## config.mk

```make
export PLATFORM = sky130hd
export DESIGN_NAME = quad_shuffle
export DESIGN_NICKNAME = d
export VERILOG_FILES = /design/src/rtl/shuf4_pkg.sv /design/src/rtl/shuf4_lane_perm.sv /design/src/rtl/shuf4_dword_mix.sv /design/src/rtl/quad_shuffle.sv
export SDC_FILE = /design/constraint.sdc
export NUM_CORES = 2
export LEC_CHECK = 0
export BUFFER_PORTS_ARGS = -buffer_cell sky130_fd_sc_hd__buf_2
export CORE_AREA = 2 2 309 311
export CTS_CLUSTER_DIAMETER = 30
export CTS_CLUSTER_SIZE = 8
export DETAILED_ROUTE_END_ITERATION = 10
export DIE_AREA = 0 0 311 313
export PLACE_DENSITY_LB_ADDON = 0.3
export SLEW_MARGIN = 20
export SYNTH_ARGS = -nofsm -noshare
export SYNTH_HDL_FRONTEND = slang
export SYNTH_SLANG_ARGS = --single-unit
export TNS_END_PERCENT = 30
```

## constraint.sdc

```tcl
create_clock -name clk -period 1.8 [get_ports clk]
set_input_delay 0.36 -clock clk [delete_from_list [all_inputs] [get_ports clk]]
set_output_delay 0.36 -clock clk [all_outputs]
set_load 0.01 [all_outputs]
```

## src/rtl/shuf4_pkg.sv

```systemverilog
package shuf4_pkg;
    localparam int VEC_W  = 256;
    localparam int LANE_W = 128;

    typedef enum logic [1:0] {
        EW_BYTE  = 2'd0,
        EW_HALF  = 2'd1,
        EW_WORD  = 2'd2,
        EW_DWORD = 2'd3
    } elem_w_e;

    typedef struct packed {
        logic             vld;
        logic [VEC_W-1:0] data;
    } res_state_t;
endpackage

```

## src/rtl/shuf4_lane_perm.sv

```systemverilog
module shuf4_lane_perm
    import shuf4_pkg::*;
#(
    parameter int LANE_BITS = LANE_W
) (
    input  logic [LANE_BITS-1:0] lane_in,
    input  logic [7:0]           imm,
    input  logic [1:0]           width_sel,
    output logic [LANE_BITS-1:0] lane_out
);
    localparam int NUM_W = 3;

    logic [NUM_W-1:0][LANE_BITS-1:0] by_width;

    for (genvar g = 0; g < NUM_W; g++) begin : g_width
        localparam int EW = 8 << g;
        localparam int NE = LANE_BITS / EW;
        for (genvar i = 0; i < NE; i++) begin : g_elem
            localparam int POS  = i % 4;
            localparam int GRP0 = i - POS;
            logic [1:0] fld;
            assign fld = imm[2*POS +: 2];
            assign by_width[g][i*EW +: EW] = lane_in[(GRP0 + int'(fld))*EW +: EW];
        end
    end

    always_comb begin
        case (elem_w_e'(width_sel))
            EW_BYTE: lane_out = by_width[0];
            EW_HALF: lane_out = by_width[1];
            default: lane_out = by_width[2];
        endcase
    end
endmodule

```

## src/rtl/shuf4_dword_mix.sv

```systemverilog
module shuf4_dword_mix
    import shuf4_pkg::*;
#(
    parameter int LANE_BITS = LANE_W
) (
    input  logic [LANE_BITS-1:0] src_lane,
    input  logic [LANE_BITS-1:0] dst_lane,
    input  logic [7:0]           imm,
    output logic [LANE_BITS-1:0] mix_lane
);
    localparam int DW = LANE_BITS / 2;

    logic [DW-1:0] lo_pick, hi_pick;

    function automatic logic [DW-1:0] half_of(input logic [LANE_BITS-1:0] v,
                                              input logic upper);
        return upper ? v[LANE_BITS-1:DW] : v[DW-1:0];
    endfunction

    always_comb begin
        lo_pick  = imm[1] ? half_of(src_lane, imm[0]) : half_of(dst_lane, imm[0]);
        hi_pick  = imm[3] ? half_of(src_lane, imm[2]) : half_of(dst_lane, imm[2]);
        mix_lane = {hi_pick, lo_pick};
    end
endmodule

```

## src/rtl/quad_shuffle.sv

```systemverilog
module quad_shuffle
    import shuf4_pkg::*;
(
    input  logic             clk,
    input  logic             rst_n,
    input  logic             op_valid,
    input  logic [VEC_W-1:0] src_vec,
    input  logic [VEC_W-1:0] dst_vec,
    input  logic [7:0]       shuf_imm,
    input  logic [1:0]       elem_sel,
    input  logic             len_256,
    output logic             res_valid,
    output logic [VEC_W-1:0] res_vec
);
    localparam int LANES = VEC_W / LANE_W;

    logic [LANES-1:0][LANE_W-1:0] perm_res;
    logic [LANES-1:0][LANE_W-1:0] mix_res;

    for (genvar l = 0; l < LANES; l++) begin : g_lane
        shuf4_lane_perm #(.LANE_BITS(LANE_W)) i_perm (
            .lane_in  (src_vec[l*LANE_W +: LANE_W]),
            .imm      (shuf_imm),
            .width_sel(elem_sel),
            .lane_out (perm_res[l])
        );
        shuf4_dword_mix #(.LANE_BITS(LANE_W)) i_mix (
            .src_lane(src_vec[l*LANE_W +: LANE_W]),
            .dst_lane(dst_vec[l*LANE_W +: LANE_W]),
            .imm     (shuf_imm),
            .mix_lane(mix_res[l])
        );
    end

    res_state_t st_d, st_q;

    always_comb begin
        st_d     = st_q;
        st_d.vld = op_valid;
        if (op_valid) begin
            for (int l = 0; l < LANES; l++) begin
                if (l == 0 || len_256) begin
                    st_d.data[l*LANE_W +: LANE_W] =
                        (elem_w_e'(elem_sel) == EW_DWORD) ? mix_res[l] : perm_res[l];
                end else begin
                    st_d.data[l*LANE_W +: LANE_W] = '0;
                end
            end
        end
    end

    always_ff @(posedge clk or negedge rst_n) begin
        if (!rst_n) st_q <= '0;
        else        st_q <= st_d;
    end

    assign res_valid = st_q.vld;
    assign res_vec   = st_q.data;


    valid_pulse_chk: assert property (@(posedge clk) disable iff (!rst_n)
        op_valid |=> res_valid);


    idle_hold_chk: assert property (@(posedge clk) disable iff (!rst_n)
        !op_valid |=> (!res_valid && $stable(res_vec)));


    upper_clear_chk: assert property (@(posedge clk) disable iff (!rst_n)
        (op_valid && !len_256) |=> (res_vec[VEC_W-1:LANE_W] == '0));


    identity_imm_chk: assert property (@(posedge clk) disable iff (!rst_n)
        (op_valid && elem_sel == 2'd2 && shuf_imm == 8'hE4)
            |=> (res_vec[LANE_W-1:0] == $past(src_vec[LANE_W-1:0])));


    low_from_dst_chk: assert property (@(posedge clk) disable iff (!rst_n)
        (op_valid && elem_sel == 2'd3 && shuf_imm[1:0] == 2'b00)
            |=> (res_vec[63:0] == $past(dst_vec[63:0])));
endmodule

```

==> results.rst <==
.. list-table::
   :header-rows: 1

   * - Metric
     - Value
   * - Result of the run
     - complete, but fails checks
   * - Violations in the final reports
     - negative setup slack
   * - Top cell type by total area after synthesis
     - sky130_fd_sc_hd__mux4_2
   * - Library cells used by synthesis
     - 54
   * - Net count after synthesis
     - about 3900
   * - First-pass GRT wire length
     - between 300000 and 400000 um
   * - Quantity of I/O buffers inserted on ports
     - 782
   * - Drt drc
     - 0
   * - Sequential group share of total power
     - 0.177
   * - Min-delay worst type
     - in -> reg
   * - Hold Crit Depth
     - 2
   * - Clock input transition at the sequential cells of the worst setup and hold paths
     - 40 ps
   * - Number of levels the H-tree was split into
     - 3
   * - Cell family with the largest share of critical-path delay
     - flip-flops
   * - Remaining Overflow, GRT
     - 0
   * - Timing-limited maximum frequency
     - 0.552 GHz
   * - Number of hold violations in the final report
     - 0
   * - Worst endpoint required time
     - roughly 1400 ps
   * - Number of violations of the max-capacitance limit
     - 0
   * - Final period utilization
     - 1.01
   * - Maximum net fanout on the critical path
     - 2
   * - Endpoint type of the worst setup path
     - output pin
   * - Share of power burned in the clock network
     - 0.463
   * - Number of inserted filler cells in the final layout
     - 7660
   * - Routed length per instance
     - between 30 and 40 um
   * - Cell area after synthesis
     - just over 40000 sq um
   * - All-layer global routing usage
     - 0.453
   * - Clock sinks
     - 257
   * - Worst-case clock buffer depth
     - 3
   * - Detailed placer's ending HPWL
     - 173000 um
   * - Most common cell in the netlist
     - sky130_fd_sc_hd__mux4_2
   * - Setup repair after global routing missed its margin
     - no
   * - Total via count in the routed design
     - about 45000
   * - Hold wc startpoint
     - op_valid
   * - VDD IR-drop max
     - 0.854 mV
   * - Worst reg2reg path endpoint
     - res_vec[188]
   * - Root buffer cell
     - sky130_fd_sc_hd__clkbuf_16
   * - Combinational Power Share
     - 0.360
   * - Post-synth top area share
     - 0.514
   * - Max incr delay on CP
     - 560 ps
   * - Number of core rows
     - roughly 110
   * - Minimum clock period after layout
     - 1810 ps
   * - Worst slack, placed
     - -640 ps
   * - Pin count of the biggest net entering global routing
     - 52
   * - Chain of cells forming the critical path
     - buf_2
   * - Number of cells on the worst reg-to-reg path
     - 1
   * - Final WS setup
     - -13.2 ps
   * - CTS tree
     - done
   * - Area of all placed cells without fillers
     - 57300 sq um
   * - DIE WIDTH
     - 311 um
   * - Number of synthesized register bits
     - 257
   * - Clock latency on the worst-skew pair
     - between 600 and 700 ps
   * - Tightest slew margin relative to the limit
     - 0.400
   * - Initial Util
     - 0.437
   * - Power density cells
     - around 740 nW/um^2
   * - Launching element of the worst setup path
     - res_vec[1]
   * - Slack of the worst reg-to-reg path
     - 860 ps
   * - Number of flops mapped to enable cells by yosys
     - 0
   * - Final core area utilization
     - 0.609
   * - Synth Flop Type
     - sky130_fd_sc_hd__dfrtp_1
   * - Ratio of routed vias to standard cells
     - 7.38
   * - Num CTS Buffers
     - 110
   * - # IOs
     - between 700 and 800
   * - Synthesis-to-layout area growth
     - 39.3%
   * - Vias in the first global route
     - 42582
   * - Clock Skew
     - 0 ps
   * - Buffers & Inverters on Critical Path
     - 1
   * - Worst-margin pin slew
     - 877 ps
   * - Sequential element share of the synthesized area
     - 0.156
   * - Standby leakage power
     - 24.0 nW
   * - Slowest stage cell, crit path
     - sky130_fd_sc_hd__dfrtp_1
   * - Cell count after synthesis
     - ~3400
   * - Placer's final routability congestion estimate
     - 1.04
   * - Largest cells by area after synthesis
     - sky130_fd_sc_hd__mux4_2, sky130_fd_sc_hd__dfrtp_1, sky130_fd_sc_hd__mux2i_1, sky130_fd_sc_hd__clkbuf_1, sky130_fd_sc_hd__mux2_2
   * - Number of slew-limit violations in the final report
     - 0
   * - Proportion of register bits with asynchronous set or reset after synthesis
     - 1.00
   * - Share of post-route cells with drive strength above 1
     - 0.646
   * - End point of the most critical hold path
     - res_vec[228]
   * - Top cell types by occurrence after synthesis
     - sky130_fd_sc_hd__mux4_2, sky130_fd_sc_hd__clkbuf_1, sky130_fd_sc_hd__dfrtp_1, sky130_fd_sc_hd__mux2i_1, sky130_fd_sc_hd__nor2_1
   * - Finish-stage setup viols
     - 2
   * - Number of antenna violations at the first check in global routing
     - around 100
   * - Initial DRC Count
     - 7890
   * - Startpoint of the most critical register-to-register path
     - res_vec[188]
   * - Cell-internal power
     - between 0.02 and 0.03 W
   * - Mean Syn Cell Area
     - 12.3 sq um
   * - Remaining antenna violation count
     - 0
   * - Startpoint-to-endpoint class of the critical path
     - reg -> out
   * - Die Y
     - 313 um
   * - Total number of nets in the final design
     - 5143
   * - Syn. warnings
     - 0
   * - Routed wire length
     - 225000 um
   * - Arrival @ worst endpoint
     - 1450 ps
   * - First drt pass iteration count
     - 6
   * - Total net switching power
     - 0.0144 W
   * - Core footprint
     - 94200 sq um
   * - Switching part of the total power
     - 0.338
   * - Die area
     - 97300 sq um
   * - Placed instance area
     - 53200 sq um
   * - Startpoint types
     - flip-flop
## worst max-delay path by stage
stage,to,cells after the start
floorplan,res_vec[15],6
global placement,res_vec[152],8
detailed placement,res_vec[192],9
CTS,res_vec[1],1
global route,res_vec[1],1
finish,res_vec[1],1
## power by group through the flow
stage | Clock, W | Combinational (W) | Sequential, W
2_1_floorplan | 0 | 0.00797 | 0.00752
3_3_place_gp | 0 | 0.0147 | 0.00751
3_5_place_dp | 0 | 0.0148 | 0.00751
4_1_cts | 0.0197 | 0.0149 | 0.00746
5_1_grt | 0.0201 | 0.0158 | 0.00755
6_report | 0.0197 | 0.0153 | 0.00754
## state kept, by name, indices dropped and copies added, names as in the netlist
register   flops
res_valid      1
res_vec      256
## cell type report
type	instances	area [sq um]	share of cell area
Antenna cell	86	215	0.00375
Clock buffer	160	3280	0.0572
Clock inverter	46	586	0.0102
Inverter	44	180	0.00314
Multi-Input combinational cell	2400	31500	0.549
Sequential cell	257	6440	0.112
Tap cell	1265	1580	0.0276
Timing Repair Buffer	1804	13600	0.237
## per-layer routing
layer	global-route usage	up-vias	wire (um)
met3	0.189	868	37000
met4	0.254	38	15100
met1	0.617	22440	81300
li1	-	16725	-
met2	0.605	4647	91700
met5	0.0155	-	434
## cell usage in the layout, fill, tap and decap left out, types with 83 or more instances in the layout
master and instances:
sky130_fd_sc_hd__mux2i_1 240, sky130_fd_sc_hd__mux2_2 88, sky130_fd_sc_hd__nand2_1 86, sky130_fd_sc_hd__a22oi_1 83
sky130_fd_sc_hd__mux4_2 939, sky130_fd_sc_hd__o21ai_0 113, sky130_fd_sc_hd__diode_2 86, sky130_fd_sc_hd__a21oi_1 128
sky130_fd_sc_hd__buf_12 150, sky130_fd_sc_hd__dfrtp_1 252, sky130_fd_sc_hd__buf_4 871, sky130_fd_sc_hd__buf_2 770
sky130_fd_sc_hd__clkbuf_16 111, sky130_fd_sc_hd__nor2_1 200
## logic make-up after synthesis
| kind of cell | Yosys count | share of synthesized area |
|---|---|---|
| xor+xnor | 1 | 0.000213 |
| compound gates | 718 | 0.124 |
| flops | 257 | 0.156 |
| mux | 1268 | 0.596 |
| buf+inv | 702 | 0.0801 |
| simple gates | 413 | 0.0435 |
## per-stage QoR
stage	total power, W	setup TNS, ps	hold WS, ps	instances
detailed placement	0.0223	-98560	275	5769
global placement	0.0222	-95540	272	5769
floorplan	0.0155	-36690	64.4	3359
CTS	0.0420	0	49.6	5976
global route	0.0434	0	78.2	6050
finish	0.0426	-22.1	90.8	6062
## what timing repair did
action                                 in CTS  in global routing
hold buffers                                1                  0
setup endpoints to repair                   3                  4
endpoints found under the hold margin     253                  0
resized for setup                           3                  4
setup buffers                               0                  0
No activity file was read; power rests on OpenSTA's default activity.
